$ cat src/rtl/frm_pkg.sv
`timescale 1ns/1ps
package frm_pkg;
   localparam logic [7:0] M_ARRAY = 8'h00;
   localparam logic [7:0] M_IDENT = 8'h90;
   localparam logic [7:0] M_QUERY = 8'h98;
   localparam int unsigned QTBL_LAST = 32'h52;
   localparam int unsigned QIDX_W = $clog2(QTBL_LAST + 1);

   function automatic logic is_status_mode(input logic [7:0] m);
      case (m)
         8'h10, 8'h20, 8'h28, 8'h40, 8'h50, 8'h60, 8'h70, 8'hE8: return 1'b1;
         default: return 1'b0;
      endcase
   endfunction

   function automatic logic is_known_mode(input logic [7:0] m);
      return (m == M_ARRAY) || (m == M_IDENT) || (m == M_QUERY) || is_status_mode(m);
   endfunction

   function automatic logic [2:0] size_bytes(input logic [1:0] code);
      case (code)
         2'd0: return 3'd1;
         2'd1: return 3'd2;
         default: return 3'd4;
      endcase
   endfunction

   // keep bytes below 'total', each byte b taken from byte (b mod 2**unit_lg) of v
   function automatic logic [31:0] lane_fill(input logic [31:0] v, input logic [1:0] unit_lg,
                                             input logic [2:0] total);
      logic [31:0] r;
      int um;
      um = (1 << unit_lg) - 1;
      for (int b = 0; b < 4; b++)
         r[8*b +: 8] = (b < int'(total)) ? v[8*(b & um) +: 8] : 8'h00;
      return r;
   endfunction

   function automatic logic [31:0] size_mask(input logic [2:0] nb);
      logic [31:0] r;
      for (int b = 0; b < 4; b++)
         r[8*b +: 8] = (b < int'(nb)) ? 8'hFF : 8'h00;
      return r;
   endfunction
endpackage

$ cat src/rtl/frm_qrom.sv
`timescale 1ns/1ps
module frm_qrom #(
   parameter int unsigned SECTOR_LG = 16,
   parameter int unsigned BLOCKS    = 64,
   parameter int unsigned WBUF_LG   = 11
) (
   input  logic [frm_pkg::QIDX_W-1:0] idx,
   output logic [7:0]                 val
);
   localparam int unsigned BLK_M1     = BLOCKS - 1;
   localparam int unsigned SECT_BYTES = 1 << SECTOR_LG;
   localparam logic [7:0]  TOTAL_LG   = 8'(SECTOR_LG + $clog2(BLOCKS));

   always_comb begin
      case (idx)
         7'h10: val = 8'h51;
         7'h11: val = 8'h52;
         7'h12: val = 8'h59;
         7'h13: val = 8'h01;
         7'h15: val = 8'h31;
         7'h1B: val = 8'h45;
         7'h1C: val = 8'h55;
         7'h1F: val = 8'h07;
         7'h20: val = 8'h07;
         7'h21: val = 8'h0A;
         7'h23, 7'h24, 7'h25: val = 8'h04;
         7'h27: val = TOTAL_LG;
         7'h28: val = 8'h02;
         7'h2A: val = 8'(WBUF_LG);
         7'h2C: val = 8'h01;
         7'h2D: val = 8'(BLK_M1 & 32'hFF);
         7'h2E: val = 8'((BLK_M1 >> 8) & 32'hFF);
         7'h2F: val = 8'((SECT_BYTES >> 8) & 32'hFF);
         7'h30: val = 8'((SECT_BYTES >> 16) & 32'hFF);
         7'h31: val = 8'h50;
         7'h32: val = 8'h52;
         7'h33: val = 8'h49;
         7'h34: val = 8'h31;
         7'h35: val = 8'h30;
         7'h3F: val = 8'h01;
         default: val = 8'h00;
      endcase
   end
endmodule

$ cat src/rtl/frm_slice.sv
`timescale 1ns/1ps
module frm_slice #(
   parameter int unsigned ADDR_W    = 16,
   parameter int unsigned SECTOR_LG = 16,
   parameter int unsigned BLOCKS    = 64,
   parameter int unsigned WBUF_LG   = 11
) (
   input  logic [ADDR_W-1:0] addr,
   input  logic [1:0]        bank_lg,
   input  logic [1:0]        dev_lg,
   input  logic [1:0]        max_lg,
   input  logic              want_query,
   input  logic [15:0]       id_mfr,
   input  logic [15:0]       id_dev,
   output logic [31:0]       resp
);
   import frm_pkg::*;

   logic [2:0]        shamt;
   logic [ADDR_W-1:0] idx;
   logic              over;
   logic [7:0]        tbyte;
   logic [31:0]       narrow;

   assign shamt = {1'b0, bank_lg} + {1'b0, max_lg} - {1'b0, dev_lg};
   assign idx   = addr >> shamt;
   assign over  = idx > ADDR_W'(QTBL_LAST);

   frm_qrom #(.SECTOR_LG(SECTOR_LG), .BLOCKS(BLOCKS), .WBUF_LG(WBUF_LG)) u_rom (
      .idx(idx[QIDX_W-1:0]),
      .val(tbyte)
   );

   always_comb begin
      if (want_query) begin
         if (over)
            narrow = '0;
         else if (dev_lg != max_lg)
            narrow = (dev_lg == 2'd0) ? lane_fill({24'h0, tbyte}, 2'd0, 3'(3'd1 << max_lg)) : '0;
         else
            narrow = {24'h0, tbyte};
      end else begin
         if (idx[7:0] == 8'd0)      narrow = {16'h0, id_mfr};
         else if (idx[7:0] == 8'd1) narrow = {16'h0, id_dev};
         else                       narrow = '0;
      end
      resp = lane_fill(narrow, dev_lg, 3'(3'd1 << bank_lg));
   end
endmodule

$ cat src/rtl/flash_rd_mux.sv
`timescale 1ns/1ps
module flash_rd_mux #(
   parameter int unsigned ADDR_W    = 16,
   parameter int unsigned SECTOR_LG = 16,
   parameter int unsigned BLOCKS    = 64,
   parameter int unsigned WBUF_LG   = 11
) (
   input  logic              clk,
   input  logic              rst_n,
   input  logic              rd_req,
   input  logic [ADDR_W-1:0] rd_addr,
   input  logic [1:0]        rd_size,
   input  logic [7:0]        rd_mode,
   input  logic [1:0]        bank_code,
   input  logic [1:0]        dev_code,
   input  logic [1:0]        max_code,
   input  logic              big_endian,
   input  logic [7:0]        status,
   input  logic [15:0]       id_mfr,
   input  logic [15:0]       id_dev,
   input  logic [7:0]        id_aux0,
   input  logic [7:0]        id_aux1,
   output logic              arr_rd_en,
   output logic [ADDR_W-1:0] arr_addr,
   input  logic [31:0]       arr_rdata,
   output logic              rd_valid,
   output logic [31:0]       rd_data,
   output logic              mode_clr
);
   import frm_pkg::*;

   localparam int unsigned NSLICE = 4;

   if (ADDR_W < 8 || ADDR_W > 32) begin : g_bad_addr
      $error("flash_rd_mux: ADDR_W must lie in 8..32");
   end
   if (SECTOR_LG < 8 || SECTOR_LG > 24) begin : g_bad_sector
      $error("flash_rd_mux: SECTOR_LG must lie in 8..24");
   end
   if (BLOCKS < 1 || BLOCKS > 65536) begin : g_bad_blocks
      $error("flash_rd_mux: BLOCKS must lie in 1..65536");
   end

   logic [1:0]  bl, dl, ml;
   logic [2:0]  nb;
   logic        legacy, known, arr_path;
   logic [31:0] placed [NSLICE];
   logic [31:0] slice_or, resp, resp_m;
   logic [7:0]  lidx, lrom;
   logic [15:0] leg_id;

   assign bl       = (bank_code == 2'd3) ? 2'd2 : bank_code;
   assign legacy   = (dev_code == 2'd0);
   assign dl       = dev_code - 2'd1;
   assign ml       = (max_code == 2'd0) ? dl : (max_code - 2'd1);
   assign nb       = size_bytes(rd_size);
   assign known    = is_known_mode(rd_mode);
   assign arr_path = !known || (rd_mode == M_ARRAY);

   for (genvar k = 0; k < NSLICE; k++) begin : g_slice
      logic [3:0]        s_base;
      logic [ADDR_W-1:0] s_addr;
      logic [31:0]       s_resp;
      assign s_base = 4'(k) << bl;
      assign s_addr = rd_addr + ADDR_W'(s_base);
      frm_slice #(.ADDR_W(ADDR_W), .SECTOR_LG(SECTOR_LG), .BLOCKS(BLOCKS),
                  .WBUF_LG(WBUF_LG)) u_slice (
         .addr(s_addr), .bank_lg(bl), .dev_lg(dl), .max_lg(ml),
         .want_query(rd_mode == M_QUERY), .id_mfr(id_mfr), .id_dev(id_dev),
         .resp(s_resp)
      );
      assign placed[k] = ({1'b0, s_base} < {2'b0, nb}) ? (s_resp << (8 * s_base)) : '0;
   end

   always_comb begin
      slice_or = '0;
      for (int k = 0; k < NSLICE; k++) slice_or = slice_or | placed[k];
   end

   // legacy width path: byte-wide index, no slicing
   assign lidx = rd_addr[7:0] >> bl;
   frm_qrom #(.SECTOR_LG(SECTOR_LG), .BLOCKS(BLOCKS), .WBUF_LG(WBUF_LG)) u_lrom (
      .idx(lidx[QIDX_W-1:0]),
      .val(lrom)
   );
   always_comb begin
      if (lidx == 8'd0)      leg_id = {id_mfr[7:0], id_dev[7:0]};
      else if (lidx == 8'd1) leg_id = {id_aux0, id_aux1};
      else                   leg_id = '0;
   end

   always_comb begin
      if (is_status_mode(rd_mode))
         resp = lane_fill({24'h0, status}, legacy ? 2'd1 : dl, nb);
      else if (rd_mode == M_IDENT)
         resp = legacy ? {16'h0, leg_id} : slice_or;
      else if (rd_mode == M_QUERY)
         resp = legacy ? ((32'(lidx) > QTBL_LAST) ? 32'h0 : {24'h0, lrom}) : slice_or;
      else
         resp = '0;
      resp_m = resp & size_mask(nb);
   end

   assign arr_rd_en = rd_req && arr_path;
   assign arr_addr  = rd_addr;

   logic        valid_q, arr_sel_q, be_q, clr_q;
   logic [2:0]  nb_q;
   logic [31:0] data_q;

   always_ff @(posedge clk or negedge rst_n) begin
      if (!rst_n) begin
         valid_q   <= 1'b0;
         arr_sel_q <= 1'b0;
         be_q      <= 1'b0;
         clr_q     <= 1'b0;
         nb_q      <= 3'd1;
         data_q    <= '0;
      end else begin
         valid_q <= rd_req;
         clr_q   <= rd_req && !known;
         if (rd_req) begin
            arr_sel_q <= arr_path;
            be_q      <= big_endian;
            nb_q      <= nb;
            data_q    <= resp_m;
         end
      end
   end

   logic [31:0] arr_word;
   always_comb begin
      if (!be_q)             arr_word = arr_rdata;
      else if (nb_q == 3'd1) arr_word = {24'h0, arr_rdata[7:0]};
      else if (nb_q == 3'd2) arr_word = {16'h0, arr_rdata[7:0], arr_rdata[15:8]};
      else arr_word = {arr_rdata[7:0], arr_rdata[15:8], arr_rdata[23:16], arr_rdata[31:24]};
   end

   assign rd_valid = valid_q;
   assign mode_clr = clr_q;
   assign rd_data  = arr_sel_q ? (arr_word & size_mask(nb_q)) : data_q;
endmodule

$ cat config.mk
export PLATFORM = sky130hd
export DESIGN_NAME = flash_rd_mux
export DESIGN_NICKNAME = d
export VERILOG_FILES = /design/src/rtl/frm_pkg.sv /design/src/rtl/frm_qrom.sv /design/src/rtl/frm_slice.sv /design/src/rtl/flash_rd_mux.sv
export SDC_FILE = /design/constraint.sdc
export NUM_CORES = 1
export LEC_CHECK = 0
export BUFFER_PORTS_ARGS = -buffer_cell sky130_fd_sc_hd__buf_2
export CORE_MARGIN = 2
export CORE_UTILIZATION = 35
export CTS_BUF_LIST = sky130_fd_sc_hd__clkbuf_16
export DETAILED_ROUTE_END_ITERATION = 6
export PLACE_DENSITY = 0.6
export RECOVER_POWER = 100
export SLEW_MARGIN = 20
export SYNTH_ARGS = -nofsm -noshare
export SYNTH_HDL_FRONTEND = slang
export SYNTH_SLANG_ARGS = --single-unit
$ cat constraint.sdc
create_clock -name clk -period 4.2 [get_ports clk]
set_input_delay 0.21 -clock clk [delete_from_list [all_inputs] [get_ports clk]]
set_output_delay 0.21 -clock clk [all_outputs]
set_load 0.02 [all_outputs]
==> results of run 1 <==
==> layer usage <==
layer / up-vias / wire length [um]
met5: - / 0
met4: 0 / 4320
met3: 269 / 6210
met2: 1098 / 30600
met1: 8848 / 28300
li1: 8205 / -
==> power groups by stage <==
stage               registers, uW  logic [uW]  clock network [uW]
global route                  400        7910                 413
finish                        398        7480                 396
detailed placement            406        6290                   0
CTS                           399        6990                 393
global placement              405        6270                   0
floorplan                     403        3420                   0
==> worst max-delay path by stage <==
stage | from | end | slack (ns) | cells past startpoint
after floorplan | bank_code[1] | data_q[25]$_DFFE_PN0P_ | -0.67 | 22
after global placement | dev_code[0] | data_q[4]$_DFFE_PN0P_ | -1.04 | 21
after detailed placement | dev_code[0] | data_q[18]$_DFFE_PN0P_ | -1.09 | 20
after CTS | max_code[0] | data_q[28]$_DFFE_PN0P_ | -0.38 | 19
after global routing | dev_code[1] | data_q[19]$_DFFE_PN0P_ | -0.55 | 20
final | dev_code[0] | data_q[19]$_DFFE_PN0P_ | -0.45 | 20
==> per-stage QoR <==
step	instance area (sq um)	power (uW)	std cells	hold slack, ns	TNS (ns)
5_1_grt	19000	8730	2851	0.168	-13.18
6_report	19000	8270	2851	0.159	-9.16
4_1_cts	18600	7780	2834	0.119	-4.67
3_5_place_dp	17300	6700	2792	0.418	-25.38
3_3_place_gp	17300	6670	2792	0.423	-24.48
2_1_floorplan	12900	3820	1829	-0.0856	-14.97
==> cell type report <==
class	instances	area, sq um	share of cell area (%)
antenna	1	2.50	0.0132
multi-input combinational	1542	11800	61.9
timing repair buffer	707	5160	27.2
clock buffer	5	125	0.659
inverter	93	374	1.97
clock inverter	3	20.0	0.105
sequential	39	977	5.14
tap	461	577	3.04
==> cells by family after synthesis <==
family | after synthesis | synth area share (%)
buffers and inverters | 248 | 8.83
multiplexers | 58 | 6.34
AO/OA/AOI/OAI | 758 | 43.2
flip-flops | 39 | 7.75
adder cells (fa/ha/maj) | 67 | 6.84
XOR/XNOR | 24 | 2.00
other | 1 | 0.0297
AND/OR/NAND/NOR | 634 | 25.0
==> state kept, by name, indices dropped and copies added, names as in the netlist <==
register,flops
nb_q,3
rd_valid,1
data_q,32
be_q,1
mode_clr,1
arr_sel_q,1
==> critical path: stages <==
cell and delay [ns]:
buf_8 0.10, inv_6 0.05, ha_4 0.21, o21ai_4 0.18, fa_1 0.46, fa_2 0.66, buf_12 0.14, mux4_2 0.53
mux2i_4 0.21, buf_6 0.14, ha_4 0.14, o21bai_1 0.06, or3_4 0.40, a21o_1 0.22, or3_1 0.37, or2_1 0.25
a21boi_1 0.18, o22ai_2 0.13, a2111oi_2 0.05, o21ai_1 0.16
==> timing repair <==
action / in CTS / in global routing
endpoints found under the setup margin: 32 / 32
gates resized for setup: 202 / 76
setup buffers: 40 / 23
gates cloned: 3 / 0
pin swaps: 95 / 73
hold buffers: 0 / 0
==> layout by cell type, fill, tap and decap left out, types with 18 or more instances in the layout <==
cell type,Yosys,layout
nor2_1,143,128
and3_1,46,40
mux2i_1,27,23
ha_1,60,48
clkbuf_1,71,53
o211ai_1,40,40
a21oi_2,4,20
buf_6,5,39
buf_4,19,479
nor3_1,56,44
nand2_1,181,171
a21o_1,18,18
a31oi_1,20,18
a21oi_1,146,125
a22oi_1,62,54
o22ai_1,58,54
o21ai_0,102,79
o21ai_1,16,24
nand3_1,50,50
dfrtp_1,38,38
nand4_1,27,27
inv_1,88,75
a211oi_1,36,27
buf_2,50,122
==> impl_metrics.toml, run 1 <==
[yosys]
synthFlopType = "dfrtp_1"
synth_enable_flop_cells = 0
yosysTopAreaCell = "dfrtp_1"
yosysWarnings = 0
synth_commonest_cells = "nand2_1 (181), a21oi_1 (146), nor2_1 (143)"
synth_area_leaders = "dfrtp_1 (7.5%), ha_1 (6.0%), a21oi_1 (5.8%)"
yosysSeqAreaShare_pct = 7.75
synthCells = 1829
syn_nets = 2017
ys_ff_latch = 39
synthArstFlopShare_pct = 100
syn_area_sq_um = 12600
avgSynthCellArea_sq_um = 6.90
synthDistinctLibCells = 123
synth_top_area_share_pct = 7.54
synth_most_common_cell = "nand2_1"

[power]
sequentialPowerShare_pct = 4.8
intPower_uw = 4080
powerDensity_nw_per_um2 = 436
ir_drop_mv = 0.237
clkPwrFrac_pct = 4.8
static-leakage-power_uw = 0.00782
switching_power_uw = 4190
p_sw_share_pct = 50.7
power_frac_comb_pct = 90.4

[grt]
grt_pass1_vias = 17300
antenna_found_initial = 2
grt_util_met2_pct = 55.8
grt_max_degree = 40
use_met3_pct = 3.72
grt_usage_pct = 34.8
grt_pass1_wl_mm = 104
met1_usage_pct = 46.6
overflow = 0
top_usage_layer = "met2"

[route]
via_count = 18400
drt_drc_violations_left = 0
dr.pass1.iters = 5
vias_per_cell = 6.46
first_iter_violations = 2227
ant_nets = 0
wl_per_cell_um = 24.4
wirelength_mm = 69.5

[timing]
drv_slew = 40
fmax_mhz = 215
slew_headroom_pct = -62.5
skew_ns = 0
period_share_pct = 111
min_period_ns = 4.65
hold_violations = 0
worst_slew_pin_slew_ns = 2.44
finalWorstSetupSlack_ns = -0.451
rsz0062_at_grt = "yes"
setup_viol_count_final = 32

[floorplan]
row_count = 69
die_area_sq_um = 37600
initial_core_util_pct = 35.5
coreArea_sq_um = 35600
die_h_um = 194
ios = 175
die_w_um = 194

[worst_setup_path]
r2r-start = "data_q[20]$_DFFE_PN0P_"
r2r-end = "data_q[20]$_DFFE_PN0P_"
end_kind = "register"
crit_fanout = 4
crit_type = "primary input to register"
r2r_cells = 4
crit_arrival_ns = 4.86
worstSetupStartpointType = "primary input"
rrSetupSlack_ns = 2.61
cp.required_ns = 4.41

[placement]
io_buffer_count = 174
dpl.hpwl_mm = 54.7
gp_congestion = 1.11
dp_slack_ns = -1.09

[min_path]
min_to = "be_q$_DFFE_PN0P_"
hold_start = "big_endian"
whs_path_depth = 3
hold_path_class = "primary input to register"

[clocking]
cts_buffer_depth = 2
clk_latency_ns = 0.29
cts_inserted_buffers = 5
htree_levels = 2
clk_pin_slew_ns = 0.06
cts.sink_count = 39
cts_tree = "built"
root_buffer = "clkbuf_16"

[finish]
drive_gt1_share_pct = 40.0
fin_nets = 2576
area.growth.synth_to_final_pct = 50.6
fillers = 3503
utilization_pct = 53.4

[run_status]
status = "complete, but fails checks"
failed_checks = "max-capacitance violations, max-slew violations, negative setup slack"

[run]
cap_violations = 1
No activity file was read; power rests on OpenSTA's default activity.
==> run 2: changes to the inputs <==
--- a/config.mk
+++ b/config.mk
@@ -5,13 +5,14 @@
 export SDC_FILE = /design/constraint.sdc
 export NUM_CORES = 1
 export LEC_CHECK = 0
+export ABC_CLOCK_PERIOD_IN_PS = 4200
 export BUFFER_PORTS_ARGS = -buffer_cell sky130_fd_sc_hd__buf_2
 export CORE_MARGIN = 2
 export CORE_UTILIZATION = 35
 export CTS_BUF_LIST = sky130_fd_sc_hd__clkbuf_16
 export DETAILED_ROUTE_END_ITERATION = 6
 export PLACE_DENSITY = 0.6
-export RECOVER_POWER = 100
+export REMOVE_ABC_BUFFERS = 1
 export SLEW_MARGIN = 20
 export SYNTH_ARGS = -nofsm -noshare
 export SYNTH_HDL_FRONTEND = slang
==> run 2 against run 1 <==
Against the previous run:
- the flow finishes with violations (negative setup slack)
- sequential power about the same
- via count down 1.0%
- first-iteration DRC count down 28%
- setup slack better by 0.034 ns
- critical path depth up 3
- critical path type unchanged
- critical endpoint is now data_q[20]$_DFFE_PN0P_
- largest cell class unchanged
==> impl_metrics.toml, run 2 (synthesized netlist as in run 1, its figures left out) <==
[clocking]
clk_latency_ns = 0.29
cts_inserted_buffers = 5
htree_levels = 2
cts_buffer_depth = 2
clk_pin_slew_ns = 0.06
cts.hold.buffers_added = 0
root_buffer = "clkbuf_16"
cts_tree = "built"
cts.sink_count = 39

[route]
drt_drc_violations_left = 0
first_iter_violations = 1613
wirelength_mm = 71.8
wl_per_cell_um = 24.7
via_count = 18200
vias_per_cell = 6.27
ant_nets = 0
dr.pass1.iters = 6

[timing]
skew_ns = 0
worst_slew_pin_slew_ns = 0.963
drv_slew = 0
timing.hold.ws_ns = 0.0568
rsz0062_at_grt = "yes"
fmax_mhz = 217
slew_headroom_pct = 35.1
fin_tns_setup_ns = -8.59
min_period_ns = 4.62
finalWorstSetupSlack_ns = -0.417
hold_violations = 0
period_share_pct = 110
setup_viol_count_final = 31

[worst_setup_path]
crit_fanout = 5
r2r_cells = 4
end_kind = "register"
crit_type = "primary input to register"
r2r-end = "data_q[25]$_DFFE_PN0P_"
crit_arrival_ns = 4.84
path_cells = "buf_6, or2_4, o21ai_4, fa_2, fa_2, buf_6, buf_12, buf_6, mux4_2, mux2i_1, buf_4, ha_4, inv_2, o211ai_1, o32ai_2, a22oi_2, o32ai_4, buf_4, a21oi_2, buf_4, o22ai_4, o31ai_2, nor2_1"
crit_family = "compound AO/OA/AOI/OAI gates"
cp.required_ns = 4.42
rrSetupSlack_ns = 2.81
path_buf_inv = 8
r2r-start = "data_q[25]$_DFFE_PN0P_"
worstSetupStartpointType = "primary input"
critPathSlowestCell = "fa_2"
slowest_delay_ns = 0.65
setup.worst_path.start = "max_code[0]"

[floorplan]
initial_core_util_pct = 35.5
row_count = 69
ios = 175
coreArea_sq_um = 35600
die_w_um = 194
die_h_um = 194
die_area_sq_um = 37600

[finish]
antenna_cells = 0
drive_gt1_share_pct = 42.4
largest_reg_flops = 32
area.growth.synth_to_final_pct = 52.9
fin_nets = 2634
layout.cells.non_filler = 2908
top_regs = "data_q: 32 flops, nb_q: 3 flops"
utilization_pct = 54.2
fillers = 3480
mostFrequentLayoutCells = "buf_4 (533), nand2_1 (171), buf_2 (170)"
multi_input_area_sq_um = 11500
regArea_sq_um = 977
final_common_cell = "buf_4"
regMostFlops = "data_q"

[grt]
grt_pass1_vias = 17700
grt_max_degree = 40
grt_pass1_wl_mm = 107
overflow = 0
grt_usage_pct = 36.2
antenna_found_initial = 0

[power]
powerDensity_nw_per_um2 = 427
ir_drop_mv = 0.222
static-leakage-power_uw = 0.00829

[placement]
gp_congestion = 1.03
io_buffer_count = 174
placedCellCount = 2844
dpl.hpwl_mm = 58.9

[run_status]
failed_checks = "negative setup slack"
status = "complete, but fails checks"

[min_path]
hold_path_class = "primary input to asynchronous set/reset pin"

[run]
cap_violations = 0
## run 2: metal layers
metal / track usage (%) / share of wire (%) / routed length, um / up-vias
li1: - / - / - / 8301
met4: 20.5 / 7.0 / 5050 / 0
met3: 4.70 / 7.9 / 5700 / 237
met1: 43.4 / 39 / 27900 / 8639
met2: 62.2 / 46 / 33200 / 1052
met5: 0 / 0 / 0 / -
## run 2: stage by stage
step           setup WS (ns)  power [uW]  area [sq um]
6_report              -0.417        8250         19300
2_1_floorplan          -2.83        3430         11900
3_3_place_gp           -1.28        6750         17500
5_1_grt               -0.573        8720         19300
4_1_cts               -0.424        7800         18700
3_5_place_dp           -1.33        6770         17500
## run 2: how the worst max path moves through the flow
stage	endpoint	slack [ns]	depth (start not counted)
floorplan	data_q[25]$_DFFE_PN0P_	-2.83	17
global placement	data_q[3]$_DFFE_PN0P_	-1.28	21
detailed placement	data_q[24]$_DFFE_PN0P_	-1.33	22
CTS	data_q[27]$_DFFE_PN0P_	-0.42	18
global route	data_q[28]$_DFFE_PN0P_	-0.57	19
finish	data_q[20]$_DFFE_PN0P_	-0.42	23
## run 2: layout make-up
class,instances,share of cell area [%]
inverters,93,1.89
clock buffers,5,0.649
clock inverters,3,0.201
flip-flops and latches,39,5.06
multi-input cells,1542,59.7
repair buffers,765,29.5
well taps,461,2.99
## run 2: where the power goes
| group | total (uW) | internal (uW) | switching, uW |
|---|---|---|---|
| combinational | 7410 | 3490 | 3920 |
| clock | 437 | 277 | 160 |
| sequential | 400 | 389 | 11.0 |
## run 2: timing repair
action | 4_1_cts | 5_1_grt
endpoints found under the setup margin | 32 | 32
buffers inserted | 41 | 23
gates resized for setup | 188 | 98
pin swaps | 90 | 80
==> run 3: changes to the inputs <==
--- a/config.mk
+++ b/config.mk
@@ -7,11 +7,13 @@
 export LEC_CHECK = 0
 export ABC_CLOCK_PERIOD_IN_PS = 4200
 export BUFFER_PORTS_ARGS = -buffer_cell sky130_fd_sc_hd__buf_2
+export CELL_PAD_IN_SITES_DETAIL_PLACEMENT = 1
+export CELL_PAD_IN_SITES_GLOBAL_PLACEMENT = 2
 export CORE_MARGIN = 2
-export CORE_UTILIZATION = 35
+export CORE_UTILIZATION = 36
 export CTS_BUF_LIST = sky130_fd_sc_hd__clkbuf_16
 export DETAILED_ROUTE_END_ITERATION = 6
-export PLACE_DENSITY = 0.6
+export PLACE_DENSITY = 0.95
 export REMOVE_ABC_BUFFERS = 1
 export SLEW_MARGIN = 20
 export SYNTH_ARGS = -nofsm -noshare
==> run 3 against run 2 <==
Against the previous run:
- the flow now stops in global routing
- synthesized cell count stayed put
- area after synthesis stayed put
==> impl_metrics.toml, run 3 <==
[timing]
endpoint_type = "register data pin"
crit_endpoint = "data_q[28]$_DFFE_PN0P_/D"

[yosys]
synth_top_family_by_area = "compound AO/OA/AOI/OAI gates"
synthArstFlopShare_pct = 100
yosysWarnings = 0
synth_xor_xnor_area_share_pct = 2.00
synthCells = 1829
synth_enable_flop_cells = 0
synth-compound-area-share_pct = 43.2
synth-simple-area-share_pct = 25.0
synth_top_area_share_pct = 7.54
ys_ff_latch = 39
synthDistinctLibCells = 123
synthFlopType = "dfrtp_1"
synth_most_common_cell = "nand2_1"
synth_area_leaders = "dfrtp_1 (7.5%), ha_1 (6.0%), a21oi_1 (5.8%)"
avgSynthCellArea_sq_um = 6.90
yosysTopAreaCell = "dfrtp_1"
synth_commonest_cells = "nand2_1 (181), a21oi_1 (146), nor2_1 (143)"
yosysSeqAreaShare_pct = 7.75
syn_area_sq_um = 12600
yosys.area_share.adder_pct = 6.84
yosys-mux-area-fraction_pct = 6.34

[placement]
gp_congestion = 1.18
dp_slack_ns = -1.65
io_buffer_count = 174
dpl.hpwl_mm = 60.8
placedCellCount = 2778

[run_status]
haltStage = "global routing"
status = "stopped before the end"
first-error = "[ERROR GRT-0232] Routing congestion too high. Check the congestion heatmap in the GUI."

[grt]
grt_max_degree = 40
grt_usage_pct = 76.1
overflow = 263

[floorplan]
initial_core_util_pct = 36.5
ios = 175
die_h_um = 191
die_w_um = 191
row_count = 68

[clocking]
cts_buffer_depth = 2
cts_inserted_buffers = 5
root_buffer = "clkbuf_16"
htree_levels = 2
cts.sink_count = 39
cts.hold.buffers_added = 0
-- run 3: what timing repair did --
item	in CTS
gates cloned	2
pin swaps	108
buffers inserted	58
endpoints found under the setup margin	32
resized for setup	233
-- run 3: per-layer routing --
layer,track usage [%],GRT overflow
met4,76.0,89
met1,76.6,6
met3,62.9,4
met2,90.3,164
met5,30.8,0
-- run 3: logic make-up after synthesis --
group,Yosys count
compound gates,758
flops,39
xor+xnor,24
other cells,1
simple gates,634
fa+ha+maj,67
mux,58
buf+inv,248
-- run 3: through the flow --
stage / area, sq um / utilization (%)
3_3_place_gp: 17000 / 49.2
3_5_place_dp: 17000 / 49.2
2_1_floorplan: 11900 / -
4_1_cts: 18600 / 53.9
==> run 4: changes to the inputs <==
--- a/config.mk
+++ b/config.mk
@@ -7,13 +7,10 @@
 export LEC_CHECK = 0
 export ABC_CLOCK_PERIOD_IN_PS = 4200
 export BUFFER_PORTS_ARGS = -buffer_cell sky130_fd_sc_hd__buf_2
-export CELL_PAD_IN_SITES_DETAIL_PLACEMENT = 1
-export CELL_PAD_IN_SITES_GLOBAL_PLACEMENT = 2
 export CORE_MARGIN = 2
-export CORE_UTILIZATION = 36
-export CTS_BUF_LIST = sky130_fd_sc_hd__clkbuf_16
+export CORE_UTILIZATION = 40
 export DETAILED_ROUTE_END_ITERATION = 6
-export PLACE_DENSITY = 0.95
+export PLACE_DENSITY_LB_ADDON = 0.15
 export REMOVE_ABC_BUFFERS = 1
 export SLEW_MARGIN = 20
 export SYNTH_ARGS = -nofsm -noshare
==> run 4 against run 3 <==
Against the previous run:
- the flow now finishes, with violations (negative setup slack)
==> impl_metrics.toml, run 4 (synthesized netlist as in run 1, its figures left out) <==
[worst_setup_path]
crit_arrival_ns = 4.80
crit_type = "primary input to register"
crit_path_frequent_cell = "buf_4"
crit_family = "compound AO/OA/AOI/OAI gates"
path_buf_inv = 9
critPathSlowestCell = "fa_2"
worstSetupStartpointType = "primary input"
end_kind = "register"
crit_fanout = 7
cp.required_ns = 4.39
slowest_delay_ns = 0.57
path_cells = "buf_8, inv_6, ha_4, o21ai_4, fa_1, fa_2, buf_12, buf_4, buf_4, buf_8, nor2_4, buf_4, o2111a_1, o41ai_2, o31a_1, buf_6, mux2_2, o32ai_4, buf_6, o2bb2ai_2, a211oi_1, a22oi_1"

[route]
drt_drc_violations_left = 0
first_iter_violations = 1851
vias_per_cell = 6.52
dr.pass1.iters = 5
routed.top_layer = "met4"
via_count = 18200
wl_met1_mm = 27.3
ant_nets = 0
wl_per_cell_um = 25.4
wl_met3_mm = 5.69
wl_met2_mm = 32.0
wirelength_mm = 70.8

[placement]
gp_congestion = 1.07
io_buffer_count = 174
dpl-instance-area_sq_um = 16900
dpl.hpwl_mm = 57.3

[floorplan]
ios = 175
die_area_sq_um = 33000
coreArea_sq_um = 31300
die_w_um = 182
row_count = 65
initial_core_util_pct = 40.3
die_h_um = 182

[clocking]
cts.sink_count = 39
htree_levels = 2
clk_latency_ns = 0.29
cts_buffer_depth = 2
clk_pin_slew_ns = 0.06
cts_tree = "built"
cts.hold.buffers_added = 0
root_buffer = "clkbuf_16"
cts_inserted_buffers = 5

[finish]
fillers = 2907
regMostFlops = "data_q"
top_regs = "data_q: 32 flops, nb_q: 3 flops"
utilization_pct = 60.7
multi_input_area_sq_um = 11700
largest_reg_flops = 32
final_cell_area_sq_um = 19000
mostFrequentLayoutCells = "buf_4 (467), buf_2 (172), nand2_1 (170)"
antenna_cells = 0
fin_nets = 2576
final_common_cell = "buf_4"
drive_gt1_share_pct = 42.1
area.growth.synth_to_final_pct = 50.7
regArea_sq_um = 977

[power]
switching_power_uw = 4140
clkPwrFrac_pct = 5.1
powerDensity_nw_per_um2 = 432
p_sw_share_pct = 50.4
power_frac_comb_pct = 90.1
intPower_uw = 4070
static-leakage-power_uw = 0.00804
finalPower_uw = 8220
ir_drop_mv = 0.329
sequentialPowerShare_pct = 4.9

[timing]
rsz0062_at_grt = "yes"
finalWorstSetupSlack_ns = -0.409
fmax_mhz = 217
min_period_ns = 4.61
slew_headroom_pct = 26.0
period_share_pct = 110
setup_viol_count_final = 29
hold_violations = 0
drv_slew = 0
worst_slew_pin_slew_ns = 1.10
skew_ns = 0

[grt]
grt_pass1_wl_mm = 106
grt_max_degree = 40
grt_pass1_vias = 17500
grt_usage_pct = 41.3
antenna_found_initial = 0
overflow = 0

[min_path]
hold_path_class = "primary input to asynchronous set/reset pin"

[run_status]
failed_checks = "negative setup slack"
status = "complete, but fails checks"

[run]
cap_violations = 0
## run 4: power groups by stage
stage / clock network (uW) / registers (uW) / logic, uW
2_1_floorplan: 0 / 409 / 3020
3_3_place_gp: 0 / 405 / 6050
3_5_place_dp: 0 / 405 / 6070
4_1_cts: 413 / 399 / 6810
5_1_grt: 425 / 401 / 7850
6_report: 416 / 399 / 7400
## run 4: area by class of cell
class                   instances  share of cell area (%)
multi-input cells            1542                    61.8
clock buffers                   8                   0.823
well taps                     402                    2.65
flip-flops and latches         39                    5.14
repair buffers                707                    27.6
inverters                      93                    1.95
## run 4: worst paths after layout
kind,start,end,slack (ns),cells past startpoint
hold / removal,rst_n,be_q$_DFFE_PN0P_,0.07,1
max in group asynchronous,rst_n,data_q[29]$_DFFE_PN0P_,3.53,1
setup reg to reg,data_q[25]$_DFFE_PN0P_,data_q[25]$_DFFE_PN0P_,2.75,4
min in group clk,big_endian,be_q$_DFFE_PN0P_,0.14,3
hold reg to reg,data_q[27]$_DFFE_PN0P_,data_q[27]$_DFFE_PN0P_,0.53,2
setup / recovery,dev_code[0],data_q[22]$_DFFE_PN0P_,-0.41,22
## run 4: metal layers
layer | GRT usage, % | vias up
met4 | 29.0 | 0
met2 | 68.0 | 1120
met3 | 5.42 | 287
li1 | - | 8188
met5 | 0 | -
met1 | 50.1 | 8596
## run 4: timing repair
item,in CTS,in global routing
setup endpoints to repair,32,32
pin swaps,102,84
buffers inserted,39,25
gates resized for setup,211,137
endpoints found under the hold margin,0,0
gates cloned,0,1
## run 4: through the flow
stage | setup TNS, ns | cells | hold slack, ns | setup slack [ns]
global placement | -31.75 | 2728 | 0.398 | -1.20
CTS | -4.30 | 2768 | 0.106 | -0.261
detailed placement | -32.29 | 2728 | 0.409 | -1.21
finish | -6.69 | 2791 | 0.0672 | -0.409
global route | -11.32 | 2791 | 0.149 | -0.574
floorplan | -73.90 | 1674 | -0.0856 | -2.83
